$ cat config.mk
export PLATFORM = sky130hd
export DESIGN_NAME = irdec_top
export DESIGN_NICKNAME = d
export VERILOG_FILES = /design/src/rtl/irdec_pkg.sv /design/src/rtl/irdec_cfg.sv /design/src/rtl/irdec_timer.sv /design/src/rtl/irdec_frame.sv /design/src/rtl/irdec_top.sv
export SDC_FILE = /design/constraint.sdc
export NUM_CORES = 1
export LEC_CHECK = 0
export BUFFER_PORTS_ARGS = -buffer_cell sky130_fd_sc_hd__clkbuf_2
export CORE_ASPECT_RATIO = 0.6
export CORE_UTILIZATION = 45
export CTS_CLUSTER_DIAMETER = 120
export DETAILED_ROUTE_END_ITERATION = 16
export PLACE_DENSITY = 0.74
export SETUP_SLACK_MARGIN = 0.5
export SLEW_MARGIN = 10
export SYNTH_ARGS = -nofsm -noshare
export SYNTH_HDL_FRONTEND = slang
export SYNTH_SLANG_ARGS = --single-unit
$ cat constraint.sdc
create_clock -name clk -period 9.1 [get_ports clk]
set_input_delay 0.455 -clock clk [delete_from_list [all_inputs] [get_ports clk]]
set_output_delay 0.455 -clock clk [all_outputs]
set_load 0.005 [all_outputs]
$ cat src/rtl/irdec_pkg.sv
package irdec_pkg;
  localparam int CNT_W    = 16;
  localparam int BUF_BITS = 48;
  localparam int BCNT_W   = $clog2(BUF_BITS + 1);
  localparam int CMP_W    = 8;
  localparam int ADDR_W   = 4;
  localparam int EVT_N    = 9;

  localparam logic [ADDR_W-1:0] A_HMIN = 4'd0;
  localparam logic [ADDR_W-1:0] A_HMAX = 4'd1;
  localparam logic [ADDR_W-1:0] A_ZMIN = 4'd2;
  localparam logic [ADDR_W-1:0] A_ZMAX = 4'd3;
  localparam logic [ADDR_W-1:0] A_OMIN = 4'd4;
  localparam logic [ADDR_W-1:0] A_OMAX = 4'd5;
  localparam logic [ADDR_W-1:0] A_MODE = 4'd6;
  localparam logic [ADDR_W-1:0] A_ENAB = 4'd7;
  localparam logic [ADDR_W-1:0] A_CMPR = 4'd8;
  localparam logic [ADDR_W-1:0] A_CLR  = 4'd9;

  typedef enum int {
    EV_HDR = 0, EV_DATA = 1, EV_SPEC = 2, EV_ERR = 3, EV_DONE = 4,
    EV_FULL = 5, EV_CMP = 6, EV_MEAS = 7, EV_OVF = 8
  } evt_idx_e;

  typedef struct packed {
    logic [CNT_W-1:0] h_min;
    logic [CNT_W-1:0] h_max;
    logic [CNT_W-1:0] z_min;
    logic [CNT_W-1:0] z_max;
    logic [CNT_W-1:0] o_min;
    logic [CNT_W-1:0] o_max;
    logic             edge_fall;
    logic             hdr_en;
    logic             spec_en;
    logic [EVT_N-1:0] evt_en;
    logic [CMP_W-1:0] cmp_val;
    logic [CMP_W-1:0] cmp_mask;
  } cfg_t;

  function automatic logic [CNT_W-1:0] max3(input logic [CNT_W-1:0] a,
                                            input logic [CNT_W-1:0] b,
                                            input logic [CNT_W-1:0] c);
    logic [CNT_W-1:0] m;
    m = (a > b) ? a : b;
    return (m > c) ? m : c;
  endfunction
endpackage

$ cat src/rtl/irdec_cfg.sv
module irdec_cfg
  import irdec_pkg::*;
(
  input  logic              clk,
  input  logic              rst_n,
  input  logic              we,
  input  logic [ADDR_W-1:0] addr,
  input  logic [15:0]       wdata,
  input  logic [EVT_N-1:0]  evt_set,
  output cfg_t              cfg,
  output logic [EVT_N-1:0]  flags
);
  cfg_t             cfg_q, cfg_d;
  logic [EVT_N-1:0] flags_q, flags_d, clr_v, set_v;

  always_comb begin
    cfg_d = cfg_q;
    if (we) begin
      case (addr)
        A_HMIN: cfg_d.h_min = wdata[CNT_W-1:0];
        A_HMAX: cfg_d.h_max = wdata[CNT_W-1:0];
        A_ZMIN: cfg_d.z_min = wdata[CNT_W-1:0];
        A_ZMAX: cfg_d.z_max = wdata[CNT_W-1:0];
        A_OMIN: cfg_d.o_min = wdata[CNT_W-1:0];
        A_OMAX: cfg_d.o_max = wdata[CNT_W-1:0];
        A_MODE: begin
          cfg_d.edge_fall = wdata[0];
          cfg_d.hdr_en    = wdata[1];
          cfg_d.spec_en   = wdata[2];
        end
        A_ENAB: cfg_d.evt_en = wdata[EVT_N-1:0];
        A_CMPR: begin
          cfg_d.cmp_val  = wdata[CMP_W-1:0];
          cfg_d.cmp_mask = wdata[2*CMP_W-1:CMP_W];
        end
        default: ;
      endcase
    end
  end

  always_comb begin
    clr_v   = (we && addr == A_CLR) ? wdata[EVT_N-1:0] : '0;
    set_v   = evt_set & cfg_q.evt_en;
    flags_d = (flags_q & ~clr_v) | set_v;
  end

  always_ff @(posedge clk or negedge rst_n) begin
    if (!rst_n) begin
      cfg_q   <= '0;
      flags_q <= '0;
    end else begin
      cfg_q   <= cfg_d;
      flags_q <= flags_d;
    end
  end

  assign cfg   = cfg_q;
  assign flags = flags_q;

  // a request raised in a cycle is visible next cycle, even under a clear
  assert_set_wins_R12: assert property (@(posedge clk) disable iff (!rst_n)
    (|(evt_set & cfg.evt_en)) |=> ((flags & $past(evt_set & cfg.evt_en)) == $past(evt_set & cfg.evt_en)));
  // a disabled source never sets its flag
  assert_gate_R11: assert property (@(posedge clk) disable iff (!rst_n)
    (!we) |=> ((flags & ~$past(flags)) == (flags & ~$past(flags) & $past(cfg.evt_en))));
endmodule

$ cat src/rtl/irdec_timer.sv
module irdec_timer
  import irdec_pkg::*;
(
  input  logic             clk,
  input  logic             rst_n,
  input  logic             rx_in,
  input  logic             edge_fall,
  input  logic [CNT_W-1:0] limit,
  output logic             meas,
  output logic [CNT_W-1:0] width,
  output logic [CNT_W-1:0] cap,
  output logic             evt_done,
  output logic             evt_ovf
);
  logic             rx_prev_q, active_q, active_d, edge_hit;
  logic [CNT_W-1:0] cnt_q, cnt_d, cap_q, cap_d;

  assign edge_hit = edge_fall ? (rx_prev_q & ~rx_in) : (~rx_prev_q & rx_in);

  always_comb begin
    active_d = active_q;
    cnt_d    = cnt_q;
    cap_d    = cap_q;
    meas     = 1'b0;
    evt_done = 1'b0;
    evt_ovf  = 1'b0;
    if (edge_hit) begin
      if (active_q) begin
        meas  = 1'b1;
        cap_d = cnt_q;
      end
      active_d = 1'b1;
      cnt_d    = {{(CNT_W-1){1'b0}}, 1'b1};
    end else if (active_q) begin
      if (cnt_q > limit) begin
        evt_done = 1'b1;
        active_d = 1'b0;
        cnt_d    = '0;
      end else begin
        cnt_d   = cnt_q + 1'b1;
        evt_ovf = (cnt_q == {CNT_W{1'b1}});
      end
    end
  end

  always_ff @(posedge clk or negedge rst_n) begin
    if (!rst_n) begin
      rx_prev_q <= 1'b0;
      active_q  <= 1'b0;
      cnt_q     <= '0;
      cap_q     <= '0;
    end else begin
      rx_prev_q <= rx_in;
      active_q  <= active_d;
      cnt_q     <= cnt_d;
      cap_q     <= cap_d;
    end
  end

  assign width = cnt_q;
  assign cap   = cap_q;

  // the captured width only moves on a measured edge
  assert_cap_hold_R2: assert property (@(posedge clk) disable iff (!rst_n)
    !meas |=> $stable(cap));
  // completion leaves the timer idle
  assert_done_idle_R7: assert property (@(posedge clk) disable iff (!rst_n)
    evt_done |=> (!active_q && width == '0));
  // a wrap restarts the count from zero
  assert_wrap_zero_R10: assert property (@(posedge clk) disable iff (!rst_n)
    evt_ovf |=> (width == '0));
endmodule

$ cat src/rtl/irdec_frame.sv
module irdec_frame
  import irdec_pkg::*;
(
  input  logic                clk,
  input  logic                rst_n,
  input  logic                meas,
  input  logic                done,
  input  logic [CNT_W-1:0]    width,
  input  cfg_t                cfg,
  output logic                evt_hdr,
  output logic                evt_data,
  output logic                evt_spec,
  output logic                evt_err,
  output logic                evt_full,
  output logic                evt_cmp,
  output logic [BUF_BITS-1:0] data,
  output logic [BCNT_W-1:0]   count
);
  typedef enum logic [1:0] {SYM_HDR, SYM_SPEC, SYM_DATA, SYM_ERR} sym_e;

  logic [BUF_BITS-1:0] data_q, data_d;
  logic [BCNT_W-1:0]   cnt_q, cnt_d;
  logic                seen_q, seen_d, in_h, in_z, in_o, bit_v;
  sym_e                sym;

  always_comb begin
    in_h  = (width >= cfg.h_min) && (width <= cfg.h_max);
    in_z  = (width >= cfg.z_min) && (width <= cfg.z_max);
    in_o  = (width >= cfg.o_min) && (width <= cfg.o_max);
    bit_v = !in_z;
    if (in_h && cfg.hdr_en && (!seen_q || !cfg.spec_en)) sym = SYM_HDR;
    else if (in_h && cfg.spec_en)                        sym = SYM_SPEC;
    else if ((in_z || in_o) && !(cfg.hdr_en && !seen_q)) sym = SYM_DATA;
    else                                                 sym = SYM_ERR;
  end

  always_comb begin
    data_d   = data_q;
    cnt_d    = cnt_q;
    seen_d   = seen_q;
    evt_hdr  = 1'b0;
    evt_data = 1'b0;
    evt_spec = 1'b0;
    evt_err  = 1'b0;
    evt_full = 1'b0;
    evt_cmp  = 1'b0;
    if (done) begin
      cnt_d  = '0;
      seen_d = 1'b0;
    end else if (meas) begin
      case (sym)
        SYM_HDR: begin
          evt_hdr = 1'b1;
          seen_d  = 1'b1;
          cnt_d   = '0;
          data_d  = '0;
        end
        SYM_SPEC: evt_spec = 1'b1;
        SYM_DATA: begin
          evt_data = 1'b1;
          if (cnt_q < BCNT_W'(BUF_BITS)) begin
            data_d[cnt_q] = bit_v;
            cnt_d         = cnt_q + 1'b1;
            evt_full      = (cnt_q == BCNT_W'(BUF_BITS - 1));
            evt_cmp       = (cnt_q == BCNT_W'(CMP_W - 1)) &&
                            (((data_d[CMP_W-1:0] ^ cfg.cmp_val) & cfg.cmp_mask) == '0);
          end
        end
        default: begin
          evt_err = 1'b1;
          cnt_d   = '0;
          seen_d  = 1'b0;
        end
      endcase
    end
  end

  always_ff @(posedge clk or negedge rst_n) begin
    if (!rst_n) begin
      data_q <= '0;
      cnt_q  <= '0;
      seen_q <= 1'b0;
    end else begin
      data_q <= data_d;
      cnt_q  <= cnt_d;
      seen_q <= seen_d;
    end
  end

  assign data  = data_q;
  assign count = cnt_q;

  // the bit count never passes the buffer size
  assert_count_bound_R8: assert property (@(posedge clk) disable iff (!rst_n)
    count <= BCNT_W'(BUF_BITS));
  // the full event leaves exactly a full buffer
  assert_full_count_R8: assert property (@(posedge clk) disable iff (!rst_n)
    evt_full |=> (count == BCNT_W'(BUF_BITS)));
  // an error restarts the frame
  assert_err_clears_R6: assert property (@(posedge clk) disable iff (!rst_n)
    evt_err |=> (count == '0 && !seen_q));
  // a special symbol leaves the stored bits alone
  assert_spec_keep_R5: assert property (@(posedge clk) disable iff (!rst_n)
    evt_spec |=> ($stable(count) && $stable(data)));
endmodule

$ cat src/rtl/irdec_top.sv
module irdec_top
  import irdec_pkg::*;
(
  input  logic                clk,
  input  logic                rst_n,
  input  logic                rx_in,
  input  logic                cfg_we,
  input  logic [ADDR_W-1:0]   cfg_addr,
  input  logic [15:0]         cfg_wdata,
  output logic [EVT_N-1:0]    evt_flags,
  output logic                irq,
  output logic [BUF_BITS-1:0] rx_data,
  output logic [BCNT_W-1:0]   rx_count,
  output logic [CNT_W-1:0]    cap_width
);
  cfg_t             cfg;
  logic [EVT_N-1:0] evt_set;
  logic             meas, t_done, t_ovf;
  logic             f_hdr, f_data, f_spec, f_err, f_full, f_cmp;
  logic [CNT_W-1:0] width, limit;

  assign limit = max3(cfg.h_max, cfg.z_max, cfg.o_max);

  irdec_cfg u_cfg (
    .clk(clk), .rst_n(rst_n), .we(cfg_we), .addr(cfg_addr), .wdata(cfg_wdata),
    .evt_set(evt_set), .cfg(cfg), .flags(evt_flags)
  );

  irdec_timer u_timer (
    .clk(clk), .rst_n(rst_n), .rx_in(rx_in), .edge_fall(cfg.edge_fall),
    .limit(limit), .meas(meas), .width(width), .cap(cap_width),
    .evt_done(t_done), .evt_ovf(t_ovf)
  );

  irdec_frame u_frame (
    .clk(clk), .rst_n(rst_n), .meas(meas), .done(t_done), .width(width),
    .cfg(cfg), .evt_hdr(f_hdr), .evt_data(f_data), .evt_spec(f_spec),
    .evt_err(f_err), .evt_full(f_full), .evt_cmp(f_cmp),
    .data(rx_data), .count(rx_count)
  );

  always_comb begin
    evt_set          = '0;
    evt_set[EV_HDR]  = f_hdr;
    evt_set[EV_DATA] = f_data;
    evt_set[EV_SPEC] = f_spec;
    evt_set[EV_ERR]  = f_err;
    evt_set[EV_DONE] = t_done;
    evt_set[EV_FULL] = f_full;
    evt_set[EV_CMP]  = f_cmp;
    evt_set[EV_MEAS] = meas;
    evt_set[EV_OVF]  = t_ovf;
  end

  assign irq = |evt_flags;

  // the request line tracks the flags
  assert_irq_or_R1: assert property (@(posedge clk) disable iff (!rst_n)
    irq == (evt_flags != '0));
endmodule

* Word-level counts from Yosys, hierarchy flattened
Index checks and enable logic that the tools add are counted.
** Operators by class
- Add/subtract/negate cells :: 2
- Magnitude comparators :: 12
- Equality and inequality tests :: 18
- Muxes and demuxes :: 53
- Bitwise gates (word level) :: 11
- Reductions and logical operators :: 39
** Operators by type and width (number)
- case mux 48 bit (2 select lines) :: 1
- two-way mux 16 bit :: 5
- bitwise mux 48 bit :: 1
- greater-or-equal comparator 16 bit :: 3
- greater-than comparator 16 bit :: 3
- less-or-equal comparator 16 bit :: 3
- two-way mux 48 bit :: 1
- two-way mux 1 bit :: 36
- AND reduction 2 bit :: 11
- bitwise AND 9 bit :: 2
- two-way mux 6 bit :: 3
- adder 16 x 1 -> 16 bit, second input constant :: 1
- equality test 16 bit, second input constant :: 1
- equality test 4 x 3 -> 1 bit, second input constant :: 4
- case mux 6 bit (2 select lines) :: 1
- logical AND 1 bit :: 11
- two-way mux 9 bit :: 1
- inverter 9 bit :: 1
- OR 9 bit :: 1
- OR reduction 9 bit :: 1
- bitwise AND 8 bit :: 1
- equality test 4 x 2 -> 1 bit, second input constant :: 2
- equality test 4 bit, second input constant :: 2
- logical NOT 8 bit :: 1
- other kinds (27) :: 38
** Word-level totals
- Register bits :: 222
- Bits of input ports :: 24
- Output and inout bits :: 80
- Logic and storage cells :: 155

* Longest topological paths before layout
Gate-level depths: netlist (run 1).
- Depth in word-level cells :: 15
- Mapped depth :: 29
- Mapped depth without buffers :: 27

* Modules after synthesis
Synthesis (run 1) repeated with hierarchy kept, for this count alone.
** Second synthesis, totals
- Cell total of the unflattened synthesis :: 1513
- Area total of the unflattened synthesis :: 14776.7 sq um
** By module, submodules not included
- irdec_frame :: instances 1, cells an instance 770, area each 6039.5 sq um, sequential area each 1376.3 sq um
- irdec_cfg :: instances 1, cells an instance 305, area each 5093.6 sq um, sequential area each 3328.2 sq um
- irdec_timer :: instances 1, cells an instance 192, area each 1919.3 sq um, sequential area each 850.8 sq um
- irdec_top :: instances 1, cells an instance 246, area each 1724.2 sq um, sequential area each 0.0 sq um

* Worst setup path after synthesis (run 1)
Ideal clock, no wire load.
- Path kind :: register to register
- Start point :: register u_cfg.cfg_q (netlist bit u_cfg.cfg[94])
- End point :: register u_cfg.flags_q[4], in the netlist u_cfg.flags[4]
- Data arrival time :: 6.223 ns
- Data required time :: 8.979 ns
- Path slack :: 2.756 ns
- Stages on the path, launching flop included :: 26
- Path buffers :: 2
- Clock period less this slack :: 6.344 ns
- Path through :: dfrtp_1 -> ha_1 -> a21o_1 -> a21o_1 -> a211o_1 -> a2111oi_0 -> or4_1 -> a21oi_2 -> buf_4 -> mux2i_1 -> ha_1 -> a21o_1 -> a21o_1 -> a211o_1 -> a21oi_1 -> o21ai_0 -> a221oi_1 -> nor2_1 -> buf_2 -> mux2i_1 -> ha_1 -> nand4_1 -> or2_2 -> o32ai_1 -> nor2_1 -> a22o_1
** Between the ends
- Longest elaborated chain between the ends :: 10
** RTL lines
- start, declared :: RTL line irdec_cfg.sv:13 : cfg_t cfg_q, cfg_d;
- start signal, assigned :: RTL line irdec_cfg.sv:52 : cfg_q <= cfg_d;
- greater-than comparator 16 bit :: RTL line irdec_pkg.sv:44 : m = (a > b) ? a : b;
- two-way mux 16 bit (*) :: RTL line irdec_pkg.sv:44
- greater-than comparator 16 bit :: RTL line irdec_pkg.sv:45 : return (m > c) ? m : c;
- two-way mux 16 bit (*) :: RTL line irdec_pkg.sv:45
- greater-than comparator 16 bit (*) :: RTL line irdec_timer.sv:35 : if (cnt_q > limit) begin
- two-way mux 1 bit (*) :: RTL line irdec_timer.sv:35
- two-way mux 1 bit (*) :: RTL line irdec_timer.sv:34 : end else if (active_q) begin
- two-way mux 1 bit (*) :: RTL line irdec_timer.sv:27 : if (edge_hit) begin
- bitwise AND 9 bit (*) :: RTL line irdec_cfg.sv:43 : set_v = evt_set & cfg_q.evt_en;
- OR 9 bit (*) :: RTL line irdec_cfg.sv:44 : flags_d = (flags_q & ~clr_v) | set_v;
- named net u_cfg.flags_d[4] :: RTL line irdec_cfg.sv:14 : logic [EVT_N-1:0] flags_q, flags_d, clr_v, set_v;
- end signal, assigned :: RTL line irdec_cfg.sv:53 : flags_q <= flags_d;
- end, declared :: RTL line irdec_cfg.sv:14
The timed path passes the listed nets; every way through them passes the cells marked *.
A chain may end at the register's enable or synchronous reset.

* Worst setup path after layout (run 1)
- Start point :: register u_cfg.cfg_q (netlist bit u_cfg.cfg[69])
- End point :: register u_cfg.flags_q[4], in the netlist u_cfg.flags[4]
The elaborated chain is that of the path after synthesis.

==> key figures, run 1 <==
STA
  – Slew @ Worst Pin: 1330 ps
  – PnR worst setup slack: 1950 ps
  – Slew margin rel.: 11.4%
  – Fin crit share: between 70% and 80%
  – Pins Over Slew Limit: 0
  – Fin Setup TNS: 0 ps
  – Worst Skew: 15.4 ps
  – Final hold vios: 0
  – Peak Freq: 140 MHz
  – Final setup fails: 0
  – Fin crit period: between 7000 and 8000 ps
  – Hold Slack: approximately 120 ps
  – RSZ-0062 raised after global routing: false

CTS
  – CTS Hold Bufs: 1
  – Setup Fix Bufs, Post-CTS: 0
  – CTS Buffer Depth: 3
  – Clk sinks: 222
  – Cell chosen for the clock root: clkbuf_16
  – CTS tree: built
  – Num CTS Buffers: 22
  – Post-CTS Resized: 0
  – Worst skew pair latency: 530 ps
  – H-tree Lvls: 1
  – Clk slew on worst S/H paths: 70 ps

Worst setup path
  – Critical path's slowest cell: a211oi_1
  – Type of destination of the critical path: flip-flop
  – WP data required: 9570 ps
  – CP startpoint kind: flip-flop
  – Kind of critical path: flip-flop to flip-flop
  – Critical path arrival: 7620 ps
  – Cell mode on critical path: a21o_1
  – Critical path's largest stage delay: 780 ps
  – Worst Path Max Fanout: 18

Min path
  – Min-Delay Path Class: primary input to flip-flop

Pwr
  – P_sw: 1.22 mW
  – Power Density: 221 mW/mm2
  – Clock power frac: 30.3%
  – Lkg Pwr: roughly 7.6 nW
  – Logic gate share of total power: between 30 and 40%
  – Switching share of power: 35.1%
  – VDD IR max: 0.000168 V
  – Sequential share of power: 37.3%
  – Int Pwr: 2.27 mW

Floorplanning
  – Cell Rows: 49
  – Die area: 0.0319 mm2
  – DIE HEIGHT: 139 um
  – Placeable core region: 0.0303 mm2
  – Die X: 230 um
  – I/O pin count: 104
  – Starting Density: 46.3%

Logic synthesis
  – Syn Area/Cell: 9.41 um2
  – Ys Warns: 0
  – Asr flop ratio synth: between 90% and 100%
  – Area leader, netlist: dfrtp_1
  – Count leader, synth: nand2_1
  – Sequential share of the synthesized area: 39.6%
  – Post-synth EDFFs: 0
  – Synth top area share: 39.6%
  – Syn Nets: approximately 1,700
  – Mapped Cells: 1,489
  – Number of unique standard cell types used by synthesis: 73
  – Ranking of synthesized cells by area: dfrtp_1 40%, ha_1 13%, nand2_1 7.7%
  – Post-synthesis register bit count: about 220
  – Synthesized cell area: roughly 0.014 mm2
  – Top FF cell, synth: dfrtp_1
  – Top post-synthesis cells by count: 288 x nand2_1, 222 x dfrtp_1, 150 x ha_1

Detailed routing
  – Final antenna-violating net count: 0
  – Number of remaining DRC errors: 0
  – Via count: around 12,000
  – DR vias/cell: approximately 6.1
  – WL per Instance: 21.8 um
  – Final wirelength: 43,400 um
  – Initial DRT Pass Iterations: 6
  – Drt initial violations: about 1,500

Job
  – Max_cap viols: 0

Finish
  – Finished Cell Area: 0.0158 mm2
  – Layout cell share with drive strength beyond 1: 17.8%
  – Fin util: 52.1%
  – Ant diodes: 0
  – Nets: roughly 1,700
  – Layout area overhead: 12.6%

GRT
  – Initial antenna violation count: 0
  – Largest net degree at the start of global routing: 82
  – Gr ovfl total: 0
  – Vias in the first global route: 11,393
  – Overall Global Routing Usage: 27.2%
  – First-pass GRT wire length: 66,900 um

Placement
  – DP HPWL: just over 30,000 um
  – Place WS: 2170 ps
  – Gp weighted congestion: slightly below 1
  – Buffers added on ports: 103
  – Placement Cell Area: 0.0149 mm2

Status
  – Status: finished clean
[sequential cells by signal (all words and copies together), names as in the netlist]
name,flops
u_cfg.cfg,124
u_frame.data,48
u_timer.cap,16
u_timer.width,16
u_cfg.flags,9
u_frame.count,6
u_frame.seen_q,1
u_timer.active_q,1
u_timer.rx_prev_q,1
[area by class of cell]
| class | count | area (um2) |
|---|---|---|
| inverters | 108 | 405 |
| fillers | 2689 | 14500 |
| flip-flops and latches | 222 | 5560 |
| clock buffers | 30 | 672 |
| well taps | 408 | 510 |
| multi-input cells | 1083 | 7750 |
| clock inverters | 10 | 168 |
| repair buffers | 129 | 723 |
[cells by family after synthesis]
kind of cell,Yosys count,share of synthesized area (%)
AOI/OAI and AO/OA,305,15.3
and+or+nand+nor,497,16.3
buffers and inverters,184,5.21
muxes,125,9.77
xor gates and xnor gates,6,0.375
DFF,222,39.6
adders and majority gates,150,13.4
[power groups by stage]
| stage | sequential, mW | clock [mW] | combinational (mW) |
|---|---|---|---|
| floorplan | 1.27 | 0 | 0.773 |
| global placement | 1.31 | 0 | 1.05 |
| detailed placement | 1.31 | 0 | 1.10 |
| CTS | 1.30 | 1.06 | 1.10 |
| global route | 1.32 | 1.11 | 1.27 |
| finish | 1.30 | 1.06 | 1.13 |
[critical path: cells and delay by family, from the launching register on]
kind | cells | cell delay [ps]
flops | 1 | 360
simple gates | 5 | 1230
fa+ha+maj | 3 | 890
mux | 2 | 380
compound gates | 14 | 3270
buf+inv | 4 | 930
[worst paths after layout]
path	start	end	slack [ps]	cells past startpoint
worst max-delay path	u_cfg.cfg[69]	u_cfg.flags[4]	1950	28
worst min-delay path	rx_in	u_timer.rx_prev_q	120	1
worst max register to register	u_cfg.cfg[69]	u_cfg.flags[4]	1950	28
worst min register to register	u_timer.cap[3]	u_timer.cap[3]	480	2
max in group asynchronous	rst_n	u_cfg.cfg[74]	6260	4
min in group asynchronous	rst_n	u_cfg.cfg[61]	490	2
[through the flow]
| step | total power [mW] | cells |
|---|---|---|
| after floorplan | 2.04 | 1489 |
| after global placement | 2.35 | 1949 |
| after detailed placement | 2.41 | 1949 |
| after CTS | 3.47 | 1990 |
| after global routing | 3.69 | 1990 |
| final | 3.49 | 1990 |
[layer usage]
metal	up-vias	global-route usage [%]	routed length [um]
met5	-	0	0
met4	0	5.26	765
met3	71	10.9	6220
met2	603	34.4	16300
met1	5881	42.3	20100
li1	5494	-	-
[cell usage in the layout (no fill, tap or decap), types with 6 or more instances in the layout]
cell type  count
nand3b_1       6
o31ai_1       82
nand3_1       48
o21ai_0       59
nor3b_1       12
nor2b_1        8
inv_1        108
ha_1         149
nand2_1      288
mux2i_1       31
clkbuf_8       7
a21oi_1       39
o211ai_1      14
or2_2          7
o21a_1         8
clkbuf_16     23
a21o_1        27
and3_1         8
nor3_1        21
dfrtp_1      222
buf_4         25
nor2_1        28
nand4_1       27
or3_1          6
mux2_2        94
clkbuf_2     102
nand2b_1       9
xor2_1         6
Note: power is estimated with default switching activity, not from simulation.
==> run 2, diff against run 1 <==
--- a/config.mk
+++ b/config.mk
@@ -5,12 +5,13 @@
 export SDC_FILE = /design/constraint.sdc
 export NUM_CORES = 1
 export LEC_CHECK = 0
+export ABC_AREA = 1
 export BUFFER_PORTS_ARGS = -buffer_cell sky130_fd_sc_hd__clkbuf_2
 export CORE_ASPECT_RATIO = 0.6
 export CORE_UTILIZATION = 45
 export CTS_CLUSTER_DIAMETER = 120
 export DETAILED_ROUTE_END_ITERATION = 16
-export PLACE_DENSITY = 0.74
+export PLACE_DENSITY = 0.76
 export SETUP_SLACK_MARGIN = 0.5
 export SLEW_MARGIN = 10
 export SYNTH_ARGS = -nofsm -noshare
==> constraint.sdc (replaced) <==
create_clock -name clk -period 5.75 [get_ports clk]
set_input_delay 0.2875 -clock clk [delete_from_list [all_inputs] [get_ports clk]]
set_output_delay 0.2875 -clock clk [all_outputs]
set_load 0.005 [all_outputs]
==> key figures, run 2 <==
GRT
  – Initial antenna violation count: 0 (unchanged)
  – First-pass GRT wire length: 64,300 um (was 66,900 um)
  – Largest net degree at the start of global routing: 115 (was 82)
  – Overall Global Routing Usage: 25.2% (was 27.2%)
  – Gr ovfl total: 0 (unchanged)
  – Vias in the first global route: 11,998 (was 11,393)

Pwr
  – Lkg Pwr: 7.82 nW (was 7.57 nW)
  – VDD IR max: 0.000236 V (was 0.000168 V)
  – Power, Total: 5.68 mW (was 3.49 mW)
  – Power Density: 361 mW/mm2 (was 221 mW/mm2)

STA
  – Slew margin rel.: 20.9% (was 11.4%)
  – Hold Slack: 197 ps (was 122 ps)
  – Fin crit share: 86.2% (was 78.6%)
  – PnR worst setup slack: 796 ps (was 1950 ps)
  – Final setup fails: 0 (unchanged)
  – Pins Over Slew Limit: 0 (unchanged)
  – Fin Setup TNS: 0 ps (unchanged)
  – Final hold vios: 0 (unchanged)
  – Slew @ Worst Pin: 1180 ps (was 1330 ps)
  – RSZ-0062 raised after global routing: false (unchanged)
  – Peak Freq: 202 MHz (was 140 MHz)
  – Fin crit period: 4950 ps (was 7150 ps)
  – Worst Skew: 20.0 ps (was 15.4 ps)

Logic synthesis
  – Top FF cell, synth: dfrtp_1 (unchanged)
  – Syn Area/Cell: 7.77 um2 (was 9.41 um2)
  – Synth top area share: 39.8% (was 39.6%)
  – Post-synth EDFFs: 0 (unchanged)
  – Ranking of synthesized cells by area: dfrtp_1 40%, nand2_1 14%, ha_1 13% (was dfrtp_1 40%, ha_1 13%, nand2_1 7.7%)
  – Top post-synthesis cells by count: 506 x nand2_1, 222 x dfrtp_1, 212 x o21ai_0 (was 288 x nand2_1, 222 x dfrtp_1, 150 x ha_1)
  – Post-synthesis register bit count: 222 (unchanged)
  – Area leader, netlist: dfrtp_1 (unchanged)
  – Sequential share of the synthesized area: 39.8% (was 39.6%)
  – Asr flop ratio synth: 100% (unchanged)
  – Ys Warns: 0 (unchanged)
  – Syn Nets: 1,971 (was 1,663)
  – Count leader, synth: nand2_1 (unchanged)
  – Synthesized cell area: 0.0140 mm2 (about the same)
  – Number of unique standard cell types used by synthesis: 44 (was 73)
  – Mapped Cells: 1,797 (was 1,489)

Worst setup path
  – Critical path's slowest cell: dfrtp_1 (was a211oi_1)
  – Type of destination of the critical path: flip-flop (unchanged)
  – CP startpoint kind: flip-flop (unchanged)
  – Worst Path Max Fanout: 32 (was 18)
  – Critical path's largest stage delay: 430 ps (was 780 ps)
  – Cell mode on critical path: nand2_1 (was a21o_1)
  – WP data required: 6200 ps (was 9570 ps)
  – Kind of critical path: flip-flop to flip-flop (unchanged)
  – Critical path arrival: 5400 ps (was 7620 ps)

Floorplanning
  – I/O pin count: 104 (unchanged)
  – Die X: 229 um (was 230 um)
  – DIE HEIGHT: 138 um (was 139 um)
  – Starting Density: 46.2% (was 46.3%)
  – Cell Rows: 49 (unchanged)
  – Die area: 0.0318 mm2 (was 0.0319 mm2)
  – Placeable core region: 0.0302 mm2 (was 0.0303 mm2)

Detailed routing
  – WL per Instance: 17.4 um (was 21.8 um)
  – Initial DRT Pass Iterations: 6 (unchanged)
  – Number of remaining DRC errors: 0 (unchanged)
  – Final wirelength: 40,000 um (was 43,400 um)
  – DR vias/cell: 5.55 (was 6.05)
  – Via count: 12,783 (was 12,049)
  – Drt initial violations: 1,284 (was 1,534)
  – Final antenna-violating net count: 0 (unchanged)

Finish
  – Sequential Area: 0.00556 mm2 (unchanged)
  – Commonest non-fill, non-tap cell in the layout: nand2_1 (unchanged)
  – Fill cells: 2,840 (was 2,689)
  – Layout area overhead: 12.5% (was 12.6%)
  – Max reg flops: 124 (unchanged)
  – Nets: 2,052 (was 1,740)
  – Commonest non-fill, non-tap cells in the layout: 505 x nand2_1, 222 x dfrtp_1, 206 x o21ai_0, 185 x inv_1, 150 x ha_1 (was 288 x nand2_1, 222 x dfrtp_1, 149 x ha_1, 108 x inv_1, 102 x clkbuf_2)
  – Layout cell share with drive strength beyond 1: 11.5% (was 17.8%)
  – Ant diodes: 0 (unchanged)
  – Area of the multi-input gates: 0.00735 mm2 (was 0.00775 mm2)

Placement
  – Place WS: 491 ps (was 2170 ps)
  – Buffers added on ports: 103 (unchanged)
  – DP HPWL: 29,500 um (was 31,100 um)
  – Gp weighted congestion: 0.960 (was 0.986)

Job
  – Max_cap viols: 0 (unchanged)

CTS
  – Clk slew on worst S/H paths: 70 ps (about the same)
  – CTS tree: built (unchanged)
  – Num CTS Buffers: 23 (was 22)
  – CTS Buffer Depth: 3 (unchanged)
  – Worst skew pair latency: 540 ps (was 530 ps)
  – Cell chosen for the clock root: clkbuf_16 (unchanged)
  – H-tree Lvls: 1 (unchanged)
  – Clk sinks: 222 (unchanged)

Status
  – Status: finished clean (unchanged)

Min path
  – Min-Delay Path Class: primary input to flip-flop (unchanged)
## run 2: changes by cell type after synthesis, moves of 34 or more
cell	change
o21ai_0	+153
inv_1	+77
nand3_1	+58
nand2_1	+218
o31ai_1	-80
nor2_1	+34
mux2_2	-94
## run 2: timing repair
| item | CTS | global route |
|---|---|---|
| hold buffers | 2 | 0 |
| pin swaps | 0 | 5 |
| buffers inserted | 0 | 4 |
| setup endpoints to repair | 6 | 24 |
| endpoints found under the hold margin | 114 | 0 |
| cloned | 0 | 1 |
| resized for setup | 1 | 15 |
## run 2: per-stage QoR
step	util [%]	area (um2)	std cells
after floorplan	-	14000	1797
after global placement	48.8	14800	2254
after detailed placement	48.8	14800	2254
after CTS	51.7	15600	2298
after global routing	52.0	15700	2303
final	52.0	15700	2303
## run 2: critical path: cells and delay by family, from the launching register on
family	cells	cell delay (ps)
and+or+nand+nor	17	2180
adders and majority gates	3	970
buffers and inverters	5	650
AOI/OAI and AO/OA	4	600
DFF	1	430
## run 2: cells by family after synthesis
logic type                 share of synthesized area [%]
adders and majority gates                           13.4
DFF                                                 39.8
xor gates and xnor gates                           0.376
and+or+nand+nor                                     26.1
buffers and inverters                               7.84
AOI/OAI and AO/OA                                   12.4
## run 2: power by group
| part | switching, mW | total (mW) | internal (mW) |
|---|---|---|---|
| Sequential | 0.233 | 2.02 | 1.79 |
| Combinational | 1.24 | 1.95 | 0.709 |
| Clock | 0.686 | 1.70 | 1.02 |
## run 2: cell type report
class / instances / share of cell area, %
Clock buffer: 28 / 4.04
Clock inverter: 14 / 1.38
Inverter: 198 / 4.73
Multi-Input combinational cell: 1311 / 46.8
Sequential cell: 222 / 35.4
Tap cell: 408 / 3.25
Timing Repair Buffer: 122 / 4.44
## run 2: final timing paths
path | start | to | slack (ps) | cells after the start
hold reg to reg | u_frame.data[43] | u_frame.data[43] | 470 | 2
max in group asynchronous | rst_n | u_frame.data[35] | 4260 | 3
setup reg to reg | u_cfg.cfg[74] | u_timer.width[15] | 800 | 29
min in group asynchronous | rst_n | u_timer.cap[6] | 400 | 2
hold / removal | cfg_wdata[14] | u_cfg.cfg[42] | 200 | 3
setup / recovery | u_cfg.cfg[74] | u_timer.width[15] | 800 | 29
## run 2: layer usage
| layer | vias up | share of wire [%] | track usage, % |
|---|---|---|---|
| met4 | 0 | 1.4 | 3.82 |
| met3 | 52 | 9.8 | 5.92 |
| met1 | 6053 | 49 | 40.0 |
| li1 | 6160 | - | - |
| met5 | - | 0 | 0 |
| met2 | 518 | 39 | 34.9 |
==> run 3, diff against run 2 <==
--- a/config.mk
+++ b/config.mk
@@ -12,6 +12,7 @@
 export CTS_CLUSTER_DIAMETER = 120
 export DETAILED_ROUTE_END_ITERATION = 16
 export PLACE_DENSITY = 0.76
+export RECOVER_POWER = 25
 export SETUP_SLACK_MARGIN = 0.5
 export SLEW_MARGIN = 10
 export SYNTH_ARGS = -nofsm -noshare
==> key figures, run 3 (synthesized netlist as in run 2, its figures left out) <==
Worst setup path
  – Critical path's largest stage delay: 430 ps (about the same)
  – Type of destination of the critical path: flip-flop (unchanged)
  – Critical path's top delay family: simple AND/OR/NAND/NOR gates (unchanged)
  – Critical path arrival: 5410 ps (was 5400 ps)
  – Buffering stage count on the worst path with inverters included: 5 (unchanged)
  – Worst Path Max Fanout: 32 (unchanged)
  – Kind of critical path: flip-flop to flip-flop (unchanged)
  – Critical path's slowest cell: dfrtp_1 (unchanged)
  – WP data required: 6200 ps (about the same)
  – CP startpoint kind: flip-flop (unchanged)
  – Cell mode on critical path: nand2_1 (unchanged)

Placement
  – Gp weighted congestion: 0.960 (unchanged)
  – Buffers added on ports: 103 (unchanged)
  – DP HPWL: 29,500 um (unchanged)

Pwr
  – Power, Total: 5.68 mW (about the same)
  – Lkg Pwr: 7.81 nW (was 7.82 nW)
  – VDD IR max: 0.000236 V (about the same)
  – Power Density: 362 mW/mm2 (was 361 mW/mm2)

CTS
  – CTS Buffer Depth: 3 (unchanged)
  – Clk sinks: 222 (unchanged)
  – Cell chosen for the clock root: clkbuf_16 (unchanged)
  – Clk slew on worst S/H paths: 70 ps (about the same)
  – H-tree Lvls: 1 (unchanged)
  – Num CTS Buffers: 23 (unchanged)
  – Worst skew pair latency: 550 ps (was 540 ps)
  – CTS tree: built (unchanged)

Detailed routing
  – DR vias/cell: 5.55 (about the same)
  – Number of remaining DRC errors: 0 (unchanged)
  – Via count: 12,788 (was 12,783)
  – Final wirelength: 40,000 um (about the same)
  – Routed wl met2: 15,800 um (about the same)
  – WL per Instance: 17.4 um (about the same)
  – Initial DRT Pass Iterations: 6 (unchanged)
  – Highest routed layer: met4 (unchanged)
  – Drt initial violations: 1,269 (was 1,284)
  – Final antenna-violating net count: 0 (unchanged)
  – Met1 WL: 19,700 um (was 19,800 um)
  – Met3 WL: 3960 um (was 3900 um)

STA
  – Slew margin rel.: -96.4% (was 20.9%)
  – Fin crit period: 4970 ps (was 4950 ps)
  – Fin crit share: 86.4% (was 86.2%)
  – Worst Skew: 21.4 ps (was 20.0 ps)
  – Fin Setup TNS: 0 ps (unchanged)
  – RSZ-0062 raised after global routing: false (unchanged)
  – Final hold vios: 0 (unchanged)
  – Final setup fails: 0 (unchanged)
  – Peak Freq: 201 MHz (was 202 MHz)
  – Slew @ Worst Pin: 2950 ps (was 1180 ps)
  – Pins Over Slew Limit: 114 (was 0)

Floorplanning
  – I/O pin count: 104 (unchanged)
  – Die X: 229 um (unchanged)
  – Starting Density: 46.2% (unchanged)
  – Placeable core region: 0.0302 mm2 (unchanged)
  – Cell Rows: 49 (unchanged)
  – Die area: 0.0318 mm2 (unchanged)
  – DIE HEIGHT: 138 um (unchanged)

Finish
  – Ant diodes: 0 (unchanged)
  – Commonest non-fill, non-tap cell in the layout: nand2_1 (unchanged)
  – Layout cell share with drive strength beyond 1: 11.3% (was 11.5%)
  – Nets: 2,052 (unchanged)
  – Max reg flops: 124 (unchanged)
  – Layout area overhead: 12.4% (was 12.5%)
  – Commonest non-fill, non-tap cells in the layout: 505 x nand2_1, 222 x dfrtp_1, 206 x o21ai_0, 185 x inv_1, 150 x ha_1 (unchanged)

Status
  – Status: complete, but fails checks (was finished clean)
  – Failing checks: max-capacitance violations, max-slew violations

GRT
  – Largest net degree at the start of global routing: 115 (unchanged)
  – Gr ovfl total: 0 (unchanged)
  – First-pass GRT wire length: 64,300 um (unchanged)
  – Overall Global Routing Usage: 25.2% (unchanged)
  – Initial antenna violation count: 0 (unchanged)
  – Vias in the first global route: 11,998 (unchanged)

Min path
  – Min-Delay Path Class: primary input to flip-flop (unchanged)

Job
  – Max_cap viols: 1 (was 0)
[run 3: cell count changes in the layout (fill, tap and decap cells not counted)]
cell      change
buf_4         -1
clkbuf_2      -1
clkbuf_1      +3
buf_8         -1
[run 3: final cells by class]
class	count	area [um2]
Clock buffer	28	634
Clock inverter	14	216
Multi-Input combinational cell	1311	7350
Fill cell	2844	14500
Inverter	198	743
Timing Repair Buffer	122	681
Tap cell	408	510
Sequential cell	222	5560
[run 3: worst register-to-register path, delay by kind of cell (launching register included)]
kind / cells / cell delay, ps
simple gates: 18 / 2100
fa+ha+maj: 3 / 960
compound gates: 5 / 740
buf+inv: 5 / 620
flops: 1 / 430
[run 3: path summary, 6_finish.rpt]
check / start / end / slack, ps / depth (start not counted)
setup / recovery: u_cfg.cfg[74] / u_timer.width[15] / 780 / 31
hold reg to reg: u_frame.data[43] / u_frame.data[43] / 470 / 2
hold / removal: cfg_wdata[14] / u_cfg.cfg[42] / 190 / 3
min in group asynchronous: rst_n / u_timer.cap[6] / 1210 / 2
setup reg to reg: u_cfg.cfg[74] / u_timer.width[15] / 780 / 31
max in group asynchronous: rst_n / u_cfg.cfg[123] / 2770 / 2
[run 3: report_power, final]
| part | leakage, nW | internal (mW) | switching [mW] |
|---|---|---|---|
| clock network | 0.419 | 1.02 | 0.686 |
| logic | 4.47 | 0.708 | 1.24 |
| registers | 2.92 | 1.79 | 0.233 |
[run 3: what timing repair did]
item	in CTS	in global routing
gates resized for setup	1	15
pin swaps	0	5
setup endpoints to repair	6	24
endpoints found under the hold margin	114	0
cloned	0	1
hold buffers	2	0
buffers inserted	0	4
[run 3: routing by layer]
layer | vias up | GRT usage [%]
met1 | 6071 | 40.0
li1 | 6160 | -
met4 | 0 | 3.82
met3 | 58 | 5.92
met2 | 499 | 34.9
met5 | - | 0
[run 3: per-stage QoR]
| stage | hold slack [ps] | setup slack [ps] | area, um2 | cells | utilization (%) |
|---|---|---|---|---|---|
| 6_report | 193 | 784 | 15700 | 2303 | 51.9 |
| 5_1_grt | 207 | 473 | 15700 | 2303 | 51.9 |
| 4_1_cts | 193 | 562 | 15600 | 2298 | 51.7 |
| 3_5_place_dp | 421 | 491 | 14800 | 2254 | 48.8 |
| 3_3_place_gp | 408 | 659 | 14800 | 2254 | 48.8 |
| 2_1_floorplan | -8.09 | 1240 | 14000 | 1797 | - |
